`src/rtl/vpic_pkg.sv`:
```
package vpic_pkg;

    localparam int unsigned DATA_W    = 32;
    localparam int unsigned NUM_SRC   = 32;
    localparam int unsigned VEC_W     = $clog2(NUM_SRC);
    localparam int unsigned NUM_FAST  = 4;
    localparam int unsigned SLOT_W    = $clog2(NUM_FAST);
    localparam int unsigned ADDR_W    = 2;
    localparam int unsigned LVL_W     = 3;

    // field placement inside the configuration word
    localparam int unsigned MAP_LSB   = 0;
    localparam int unsigned HPS_LSB   = 8;
    localparam int unsigned LVL_LSB   = 13;
    localparam int unsigned EN_BIT    = 23;
    // captured vector placement inside the vector register
    localparam int unsigned VEC_LSB   = 11;

    typedef enum logic [ADDR_W-1:0] {
        REG_CFG  = 2'd0,
        REG_PEND = 2'd1,
        REG_MASK = 2'd2,
        REG_VEC  = 2'd3
    } reg_sel_e;

    typedef logic [VEC_W-1:0] vec_t;
    typedef logic [NUM_FAST-1:0][SLOT_W-1:0] slot_map_t;

    typedef struct packed {
        logic            en;
        logic [LVL_W-1:0] level;
        vec_t            hp_sel;
        slot_map_t       slot_map;
    } cfg_t;

    typedef struct packed {
        logic valid;
        vec_t vec;
    } pick_t;

    localparam vec_t ERR_VEC = '0;

    function automatic slot_map_t ident_map();
        slot_map_t m;
        for (int k = 0; k < NUM_FAST; k++) begin
            m[k] = SLOT_W'(k);
        end
        return m;
    endfunction

    localparam cfg_t CFG_RESET = '{en: 1'b0, level: '0, hp_sel: '0, slot_map: ident_map()};

    function automatic cfg_t cfg_unpack(input logic [DATA_W-1:0] w);
        cfg_t c;
        c.en       = w[EN_BIT];
        c.level    = w[LVL_LSB +: LVL_W];
        c.hp_sel   = w[HPS_LSB +: VEC_W];
        c.slot_map = w[MAP_LSB +: NUM_FAST*SLOT_W];
        return c;
    endfunction

    function automatic logic [DATA_W-1:0] cfg_pack(input cfg_t c);
        logic [DATA_W-1:0] w;
        w                           = '0;
        w[EN_BIT]                   = c.en;
        w[LVL_LSB +: LVL_W]         = c.level;
        w[HPS_LSB +: VEC_W]         = c.hp_sel;
        w[MAP_LSB +: NUM_FAST*SLOT_W] = c.slot_map;
        return w;
    endfunction

endpackage

```
`src/rtl/vpic_pend.sv`:
```
module vpic_pend #(
    parameter int unsigned NUM_SRC = vpic_pkg::NUM_SRC
) (
    input  logic               clk_i,
    input  logic               rst_i,
    input  logic [NUM_SRC-1:0] set_i,
    input  logic [NUM_SRC-1:0] clr_i,
    output logic [NUM_SRC-1:0] pend_o
);

    for (genvar i = 0; i < NUM_SRC; i++) begin : g_bit
        logic bit_q;
        // a set in the same cycle as a clear wins
        always_ff @(posedge clk_i) begin
            if (rst_i) begin
                bit_q <= 1'b0;
            end else if (set_i[i]) begin
                bit_q <= 1'b1;
            end else if (clr_i[i]) begin
                bit_q <= 1'b0;
            end
        end
        assign pend_o[i] = bit_q;
    end

endmodule

```
`src/rtl/vpic_prio.sv`:
```
module vpic_prio
    import vpic_pkg::*;
#(
    parameter int unsigned NUM_SRC  = vpic_pkg::NUM_SRC,
    parameter int unsigned NUM_FAST = vpic_pkg::NUM_FAST
) (
    input  logic [NUM_SRC-1:1] act_i,
    input  vec_t               hp_sel_i,
    input  slot_map_t          slot_map_i,
    output pick_t              pick_o
);

    localparam int unsigned FAST_LO = NUM_SRC - NUM_FAST;

    logic [NUM_SRC-1:0] act_full;
    logic [NUM_SRC-1:1] rank_act;
    vec_t               rank_src [NUM_SRC-1:1];

    assign act_full = {act_i, 1'b0};

    // map every rank to the source that occupies it
    for (genvar r = 1; r < NUM_SRC; r++) begin : g_rank
        if (r < FAST_LO) begin : g_plain
            assign rank_src[r] = vec_t'(r);
        end else begin : g_slot
            assign rank_src[r] = vec_t'(FAST_LO) + vec_t'(slot_map_i[r-FAST_LO]);
        end
        assign rank_act[r] = act_full[rank_src[r]];
    end

    always_comb begin
        pick_o = '{valid: 1'b0, vec: ERR_VEC};
        for (int r = 1; r < NUM_SRC; r++) begin
            if (rank_act[r]) begin
                pick_o = '{valid: 1'b1, vec: rank_src[r]};
            end
        end
        if (hp_sel_i != ERR_VEC && act_full[hp_sel_i]) begin
            pick_o = '{valid: 1'b1, vec: hp_sel_i};
        end
    end

endmodule

```
`src/rtl/vpic_regs.sv`:
```
module vpic_regs
    import vpic_pkg::*;
#(
    parameter int unsigned NUM_SRC = vpic_pkg::NUM_SRC
) (
    input  logic               clk_i,
    input  logic               rst_i,
    input  logic               wr_i,
    input  logic [ADDR_W-1:0]  addr_i,
    input  logic [DATA_W-1:0]  wdata_i,
    input  logic [NUM_SRC-1:0] pend_i,
    input  pick_t              pick_i,
    output cfg_t               cfg_o,
    output logic [NUM_SRC-1:0] mask_o,
    output vec_t               vec_lat_o,
    output logic [NUM_SRC-1:0] pend_clr_o,
    output logic               err_set_o,
    output logic [DATA_W-1:0]  rdata_o
);

    reg_sel_e sel;
    logic     wr_cfg, wr_pend, wr_mask, wr_vec;

    cfg_t               cfg_q;
    logic [NUM_SRC-1:0] mask_q;
    vec_t               vec_q;

    assign sel     = reg_sel_e'(addr_i);
    assign wr_cfg  = wr_i && (sel == REG_CFG);
    assign wr_pend = wr_i && (sel == REG_PEND);
    assign wr_mask = wr_i && (sel == REG_MASK);
    assign wr_vec  = wr_i && (sel == REG_VEC);

    always_ff @(posedge clk_i) begin
        if (rst_i) begin
            cfg_q  <= CFG_RESET;
            mask_q <= '0;
            vec_q  <= ERR_VEC;
        end else begin
            if (wr_cfg) begin
                cfg_q <= cfg_unpack(wdata_i);
            end
            if (wr_mask) begin
                mask_q <= wdata_i[NUM_SRC-1:0];
            end
            if (wr_vec && wdata_i[0]) begin
                vec_q <= pick_i.valid ? pick_i.vec : ERR_VEC;
            end
        end
    end

    assign pend_clr_o = wr_pend ? wdata_i[NUM_SRC-1:0] : '0;
    assign err_set_o  = wr_mask && pick_i.valid && !wdata_i[pick_i.vec];

    always_comb begin
        rdata_o = '0;
        unique case (sel)
            REG_CFG:  rdata_o = cfg_pack(cfg_q);
            REG_PEND: rdata_o[NUM_SRC-1:0] = pend_i;
            REG_MASK: rdata_o[NUM_SRC-1:0] = mask_q;
            REG_VEC:  rdata_o[VEC_LSB +: VEC_W] = vec_q;
            default:  rdata_o = '0;
        endcase
    end

    assign cfg_o     = cfg_q;
    assign mask_o    = mask_q;
    assign vec_lat_o = vec_q;

endmodule

```
`src/rtl/vpic_top.sv`:
```
module vpic_top
    import vpic_pkg::*;
#(
    parameter int unsigned NUM_SRC  = vpic_pkg::NUM_SRC,
    parameter int unsigned NUM_FAST = vpic_pkg::NUM_FAST
) (
    input  logic               clk_i,
    input  logic               rst_i,
    input  logic [NUM_SRC-1:1] irq_req_i,
    input  logic               reg_wr_i,
    input  logic [ADDR_W-1:0]  reg_addr_i,
    input  logic [DATA_W-1:0]  reg_wdata_i,
    output logic [DATA_W-1:0]  reg_rdata_o,
    output logic               irq_o,
    output logic [LVL_W-1:0]   irq_level_o
);

    logic [NUM_SRC-1:0] pend_q;
    logic [NUM_SRC-1:0] mask_q;
    logic [NUM_SRC-1:0] pend_clr;
    logic [NUM_SRC-1:0] pend_set;
    logic [NUM_SRC-1:1] src_act;
    logic               err_set;
    cfg_t               cfg;
    vec_t               vec_lat;
    pick_t              pick;

    // bit 0 of the pending array is the race flag, not a request line
    assign pend_set = {irq_req_i, err_set};
    assign src_act  = pend_q[NUM_SRC-1:1] & mask_q[NUM_SRC-1:1];

    vpic_pend #(.NUM_SRC(NUM_SRC)) u_pend (
        .clk_i  (clk_i),
        .rst_i  (rst_i),
        .set_i  (pend_set),
        .clr_i  (pend_clr),
        .pend_o (pend_q)
    );

    vpic_prio #(.NUM_SRC(NUM_SRC), .NUM_FAST(NUM_FAST)) u_prio (
        .act_i      (src_act),
        .hp_sel_i   (cfg.hp_sel),
        .slot_map_i (cfg.slot_map),
        .pick_o     (pick)
    );

    vpic_regs #(.NUM_SRC(NUM_SRC)) u_regs (
        .clk_i      (clk_i),
        .rst_i      (rst_i),
        .wr_i       (reg_wr_i),
        .addr_i     (reg_addr_i),
        .wdata_i    (reg_wdata_i),
        .pend_i     (pend_q),
        .pick_i     (pick),
        .cfg_o      (cfg),
        .mask_o     (mask_q),
        .vec_lat_o  (vec_lat),
        .pend_clr_o (pend_clr),
        .err_set_o  (err_set),
        .rdata_o    (reg_rdata_o)
    );

    assign irq_o       = cfg.en && ((|src_act) || pend_q[0]);
    assign irq_level_o = cfg.level;

endmodule

```
`config.mk`:
```
export PLATFORM = sky130hd
export DESIGN_NAME = vpic_top
export DESIGN_NICKNAME = d
export VERILOG_FILES = /design/src/rtl/vpic_pkg.sv /design/src/rtl/vpic_pend.sv /design/src/rtl/vpic_prio.sv /design/src/rtl/vpic_regs.sv /design/src/rtl/vpic_top.sv
export SDC_FILE = /design/constraint.sdc
export NUM_CORES = 1
export LEC_CHECK = 0
export ABC_AREA = 1
export BUFFER_PORTS_ARGS = -buffer_cell sky130_fd_sc_hd__buf_2
export CORE_MARGIN = 3
export CORE_UTILIZATION = 40
export DETAILED_ROUTE_END_ITERATION = 8
export SYNTH_ARGS = -nofsm -noshare
export SYNTH_HDL_FRONTEND = slang
export SYNTH_SLANG_ARGS = --single-unit
export TNS_END_PERCENT = 30
```
`constraint.sdc`:
```
create_clock -name clk_i -period 2.75 [get_ports clk_i]
set_input_delay 0.4125 -clock clk_i [delete_from_list [all_inputs] [get_ports clk_i]]
set_output_delay 0.4125 -clock clk_i [all_outputs]
set_load 0.01 [all_outputs]
```
==> flow_summary.json, run 1 <==
{
  "ff_latch_area_mm2": 0.00173,
  "post-route-period-util_pct": 102,
  "r2r_cells": 19,
  "rows": 40,
  "num-fill-cells": 1260,
  "clkSinkCount": 86,
  "critPathCaptureType": "register",
  "routed_wl_um": 17400,
  "finalPower_mw": 3.50,
  "timing.fmax_mhz": 358,
  "min_period_ns": 2.80,
  "avgSynthCellArea_um2": 6.50,
  "yosysTopAreaCell": "dfxtp_1",
  "ys.flop_type": "dfxtp_1",
  "multi_input_area_mm2": 0.00277,
  "finalSetupViolations": 1,
  "initial_core_util_pct": 41.5,
  "dp_cells": 1031,
  "hold_buffers": 0,
  "crit_type": "register to register",
  "final_area_mm2": 0.00620,
  "r2r_start": "u_regs.cfg_o[8]",
  "synth_seq_cells": 86,
  "relSlewSlack_pct": 48.7,
  "gp_congestion": 0.925,
  "ys_async_sr_fraction_pct": 0,
  "drtAntennaViolNets": 0,
  "vias_per_cell": 5.30,
  "min_to": "u_pend.g_bit[9].bit_q",
  "power.leakage_nw": 3.10,
  "worst_pin_slew_ns": 0.769,
  "max_stage_delay_ns": 0.43,
  "fin_skew_ns": 0.00945,
  "r2r_slack_ns": -0.05,
  "irDropWorstVdd_mv": 0.313,
  "antenna_cells": 0,
  "cp_cell_sequence": "inv_2 -> nor2_2 -> buf_4 -> a22oi_1 -> o21ai_0 -> nand3_1 -> nand3_1 -> nand2_2 -> a21oi_2 -> nand2_8 -> nand2_4 -> nand2_1 -> nand3_1 -> nand3_1 -> nand3_1 -> nand2_1 -> nand2_1 -> nand3_2 -> a21oi_2",
  "routedWlPerCell_um": 16.5,
  "syn_nets": 845,
  "r2r_end": "u_pend.g_bit[0].bit_q",
  "grt_pass1_wl_um": 27500,
  "io_pins": 104,
  "muxShareOfSynthArea_pct": 0,
  "port_buffers": 103,
  "synth-compound-area-share_pct": 27.7,
  "die_width_um": 118,
  "die_area_mm2": 0.0140,
  "min-delay-start": "irq_req_i[9]",
  "area_delta_synth_final_pct": 22.8,
  "yosys.area_share.simple_pct": 24.5,
  "drive_above_1_share_pct": 23.8,
  "root_buffer": "clkbuf_16",
  "antenna_found_initial": 0,
  "required_ns": 3.03,
  "drv_cap": 0,
  "drt_iter0_markers": 365,
  "rsz0062_at_grt": "true",
  "syn_inst": 777,
  "arrival_ns": 3.08,
  "dp_worst_setup_slack_ns": -0.0395,
  "setup_tns_ns": -0.0467,
  "dp_hpwl_um": 12600,
  "fin_ws_ns": -0.0467,
  "slew_viol_final": 0,
  "hold_path.class": "primary input to register",
  "cts_max_path_buffers": 2,
  "critPathSlowestCell": "dfxtp_1",
  "synth_edf_count": 0,
  "first_pass_iters": 5,
  "syn_area_mm2": 0.00505,
  "place_area_mm2": 0.00580,
  "ys_warn_count": 0,
  "fp.dieH_um": 118,
  "hold_viol_final": 0,
  "insertion_delay_ns": 0.35,
  "vias": 5575,
  "min_path_cells": 3,
  "status": "complete, but fails checks",
  "ys_seq_area_share_pct": 34.1,
  "start_kind": "register",
  "yosys-top-cells-area": "dfxtp_1, o21ai_0, nand2_1",
  "htree_levels": 3,
  "synth_top_family_by_area": "compound AO/OA/AOI/OAI gates",
  "fin_nets": 947,
  "synthXorXnorAreaFrac_pct": 0,
  "violations": "negative setup slack",
  "drc": 0,
  "ys_types": 38,
  "synthAdderAreaFrac_pct": 0,
  "cts.reportedPaths.clkPinSlew_ns": 0.07,
  "cts_tree": "done",
  "cts_buffers": 9,
  "core-area_mm2": 0.0122,
  "grt_max_degree": 38,
  "path_common_cell": "nand3_1",
  "grt_use_total_pct": 24.4,
  "overflow": 0,
  "first_global_vias": 5243,
  "instances_no_fill": 1051,
  "cp_max_fo": 5,
  "yosysTopAreaCellShare_pct": 34.1,
  "power_density_mw_per_mm2": 564
}
[cells by family after synthesis]
family	Yosys count
AND/OR/NAND/NOR	264
AO/OA/AOI/OAI	254
flip-flops	86
buffers and inverters	173
[cell usage after synthesis, drive strengths merged, types with 2 or more instances]
cell	count
nand2	164
dfxtp	86
a21oi	101
nand4	3
a221oi	2
o21ai	119
a31oi	4
nor2	28
a22oi	4
o211ai	6
nor3	2
clkbuf	28
o221ai	10
nand3b	2
nor4	3
o21a	2
nand3	61
buf	10
inv	134
o2111ai	3
[worst max path at each step]
stage                                      from                    end  slack [ns]  cells after the start
after floorplan           u_pend.g_bit[2].bit_q  u_pend.g_bit[0].bit_q        0.32                     38
after global routing           u_regs.mask_o[1]  u_pend.g_bit[0].bit_q       -0.31                     38
final                           u_regs.cfg_o[8]  u_pend.g_bit[0].bit_q       -0.05                     19
after CTS                 u_pend.g_bit[1].bit_q  u_pend.g_bit[0].bit_q       0.005                     38
after detailed placement  u_pend.g_bit[2].bit_q  u_pend.g_bit[0].bit_q       -0.04                     37
after global placement    u_pend.g_bit[2].bit_q  u_pend.g_bit[0].bit_q        0.05                     37
[registers in the layout (all words and copies together) (netlist names)]
signal / flops
u_pend.g_bit.bit_q: 32
u_regs.cfg_o: 17
u_regs.mask_o: 32
u_regs.vec_lat_o: 5
[timing repair]
item                                    4_1_cts  5_1_grt
cloned                                        1        3
endpoints found under the setup margin        1        2
pin swaps                                     0        5
gates resized for setup                       3       15
setup buffers                                 0        1
[metrics by stage]
stage	util, %	hold slack [ns]
2_1_floorplan	-	0.429
3_3_place_gp	47.7	0.441
3_5_place_dp	47.7	0.450
4_1_cts	50.2	0.283
5_1_grt	51.0	0.288
6_report	51.0	0.292
[worst max-delay path, delay by kind of cell (launching register included)]
family	cells	cell delay, ns
simple gates	13	1.34
compound gates	4	0.72
flops	1	0.43
buf+inv	2	0.22
[layout by cell type (no fill, tap or decap), drive strengths merged]
cell type and n:
nand2 168, inv 135, buf 125, o21ai 119, a21oi 101, dfxtp 86, nand3 61, nor2 28
o221ai 10, clkbuf 10, o211ai 6, a31oi 4, a22oi 4, clkinv 4, o2111ai 3, nand4 3
nor4 3, nand3b 2, a221oi 2, nor3 2, o21a 2, o21bai 1, or4 1, o31ai 1
a211oi 1, clkinvlp 1
[report_power, final]
| group | switching, mW | total (mW) | leakage [nW] | internal [mW] |
|---|---|---|---|---|
| Sequential | 0.0673 | 1.39 | 0.711 | 1.32 |
| Combinational | 0.598 | 0.953 | 2.25 | 0.355 |
| Clock | 0.526 | 1.16 | 0.135 | 0.633 |
| Total | 1.19 | 3.50 | 3.10 | 2.31 |
[area by class of cell]
class | instances | area share, %
clock inverter | 5 | 0.565
multi-input combinational | 522 | 44.6
tap | 168 | 3.39
sequential | 86 | 27.8
inverter | 135 | 8.17
timing repair buffer | 125 | 11.6
clock buffer | 10 | 3.85
[layer usage]
metal  vias up  wire length (µm)  part of all wire (%)  track usage [%]
met5         -                 0                     0                0
met1      2595              7960                    46             33.9
met2       196              8140                    47             39.5
met3        17              1030                   5.9             3.54
li1       2767                 -                     -                -
met4         0               233                   1.3             6.73
Note: power is estimated with default switching activity, not from simulation.
==> inputs of run 2 (changes only) <==
Settings changed: BUFFER_PORTS_ARGS -buffer_cell sky130_fd_sc_hd__buf_2 to -buffer_cell sky130_fd_sc_hd__buf_4.
==> run 2 against run 1 <==
Against the previous run: design area grew 6.5%; routed wire length grew 0.16%; fmax shrank 0.92%; total power grew 9.8%; sequential cell count is the same; via count grew 1.4%; die area is the same; the flow still finishes with violations (negative setup slack); sequential power is essentially flat; largest power group is now clock; count of clock-buffer cells in the layout is the same; sequential share of layout area shrank 1.7 points.
==> flow_summary.json, run 2 (synthesized netlist as in run 1, its figures left out) <==
{
  "status": "complete, but fails checks",
  "violations": "negative setup slack",
  "grtUsageMet1_pct": 31.1,
  "r2r_start": "u_regs.mask_o[1]",
  "slew_viol_final": 0,
  "post-route-period-util_pct": 103,
  "grt_max_degree": 38,
  "timing.fmax_mhz": 354,
  "grt.met2_usage_pct": 38.8,
  "vias": 5651,
  "path_common_cell": "nand2_1",
  "hold-worst-slack_ns": 0.296,
  "layout_common_cells": "nand2_1, buf_4, inv_1",
  "setup_tns_ns": -0.0725,
  "endpoint": "u_pend.g_bit[0].bit_q",
  "grt_pass1_wl_um": 26800,
  "max_stage_delay_ns": 0.35,
  "fin_ws_ns": -0.0725,
  "htree_levels": 3,
  "r2r_slack_ns": -0.07,
  "critPathCaptureType": "register",
  "cts_max_path_buffers": 2,
  "num-fill-cells": 1246,
  "finish.utilization_pct": 54.3,
  "start_kind": "register",
  "crit_type": "register to register",
  "fin_skew_ns": 0.00965,
  "irDropWorstVdd_mv": 0.312,
  "cp_max_fo": 5,
  "hold_buffers": 0,
  "cts_buffers": 9,
  "io_pins": 104,
  "hold_path.class": "primary input to register",
  "power_density_mw_per_mm2": 582,
  "initial_core_util_pct": 41.5,
  "cts.reportedPaths.clkPinSlew_ns": 0.07,
  "hold_viol_final": 0,
  "grt_use_total_pct": 23.8,
  "finalPower_mw": 3.84,
  "required_ns": 2.98,
  "gp_congestion": 0.939,
  "min_path_cells": 3,
  "r2r_cells": 38,
  "drtAntennaViolNets": 0,
  "drc": 0,
  "die_area_mm2": 0.0140,
  "dp_cells": 1035,
  "overflow": 0,
  "drt_iter0_markers": 476,
  "critPathSlowestCell": "dfxtp_2",
  "insertion_delay_ns": 0.35,
  "core-area_mm2": 0.0122,
  "met3_usage_pct": 4.45,
  "first_pass_iters": 5,
  "dp_hpwl_um": 12400,
  "finalSetupViolations": 1,
  "min-delay-start": "reg_wdata_i[7]",
  "min_period_ns": 2.82,
  "vias_per_cell": 5.34,
  "antenna_cells": 0,
  "final_common_cell": "nand2_1",
  "relSlewSlack_pct": 54.6,
  "arrival_ns": 3.05,
  "antenna_found_initial": 0,
  "worst_pin_slew_ns": 0.676,
  "clkSinkCount": 86,
  "rsz0062_at_grt": "true",
  "port_buffers": 103,
  "routedWlPerCell_um": 16.4,
  "cts_tree": "done",
  "final_area_mm2": 0.00661,
  "instances_no_fill": 1059,
  "die_width_um": 118,
  "grt.busiest_layer": "met2",
  "rows": 40,
  "dp_worst_setup_slack_ns": -0.0360,
  "drive_above_1_share_pct": 24.8,
  "root_buffer": "clkbuf_16",
  "fp.dieH_um": 118,
  "r2r_end": "u_pend.g_bit[0].bit_q",
  "drv_cap": 0,
  "routed_wl_um": 17400,
  "area_delta_synth_final_pct": 30.8,
  "first_global_vias": 5325,
  "power.leakage_nw": 3.24,
  "place_area_mm2": 0.00610,
  "startpoint": "u_regs.mask_o[1]",
  "fin_nets": 954
}
## run 2: changes by cell type in the layout (fill, tap and decap cells not counted), sizes merged
cell / previous run / this run
inv: 135 / 134
clkinvlp: 1 / 0
bufinv: 0 / 3
buf: 125 / 132
## run 2: power breakdown
| group | internal [mW] | switching [mW] | total [mW] | leakage, nW |
|---|---|---|---|---|
| clock | 0.911 | 0.523 | 1.43 | 0.172 |
| combinational | 0.416 | 0.604 | 1.02 | 2.36 |
| sequential | 1.32 | 0.0670 | 1.39 | 0.711 |
## run 2: critical path, delay by kind of cell (launching register included)
kind / cells / cell delay (ns)
flops: 1 / 0.35
simple gates: 35 / 2.12
buf+inv: 2 / 0.19
compound gates: 1 / 0.05
## run 2: worst min-delay path by stage
stage                                   endpoint  slack (ns)
after floorplan                 u_regs.mask_o[0]        0.43
after global placement          u_regs.mask_o[0]        0.44
after detailed placement     u_regs.vec_lat_o[2]        0.46
after CTS                        u_regs.cfg_o[6]        0.28
after global routing      u_pend.g_bit[26].bit_q        0.30
final                            u_regs.cfg_o[7]        0.30
## run 2: cell type report
class / instances / area, µm² / share of cell area, %
Multi-Input combinational cell: 522 / 2770 / 42.0
Sequential cell: 86 / 1730 / 26.1
Timing Repair Buffer: 132 / 1040 / 15.8
Inverter: 135 / 507 / 7.67
Clock buffer: 10 / 239 / 3.62
Tap cell: 168 / 210 / 3.18
Clock inverter: 6 / 109 / 1.65
## run 2: what timing repair did
item	CTS	global route
buffers inserted	0	4
cloned	3	1
endpoints found under the setup margin	1	2
gates resized for setup	4	17
pin swaps	2	9
## run 2: per-layer routing
layer / vias up / wire length, µm / share of wire [%]
li1: 2779 / - / -
met1: 2629 / 7720 / 44
met2: 209 / 8060 / 46
met3: 34 / 1180 / 6.8
met4: 0 / 442 / 2.5
met5: - / 0 / 0
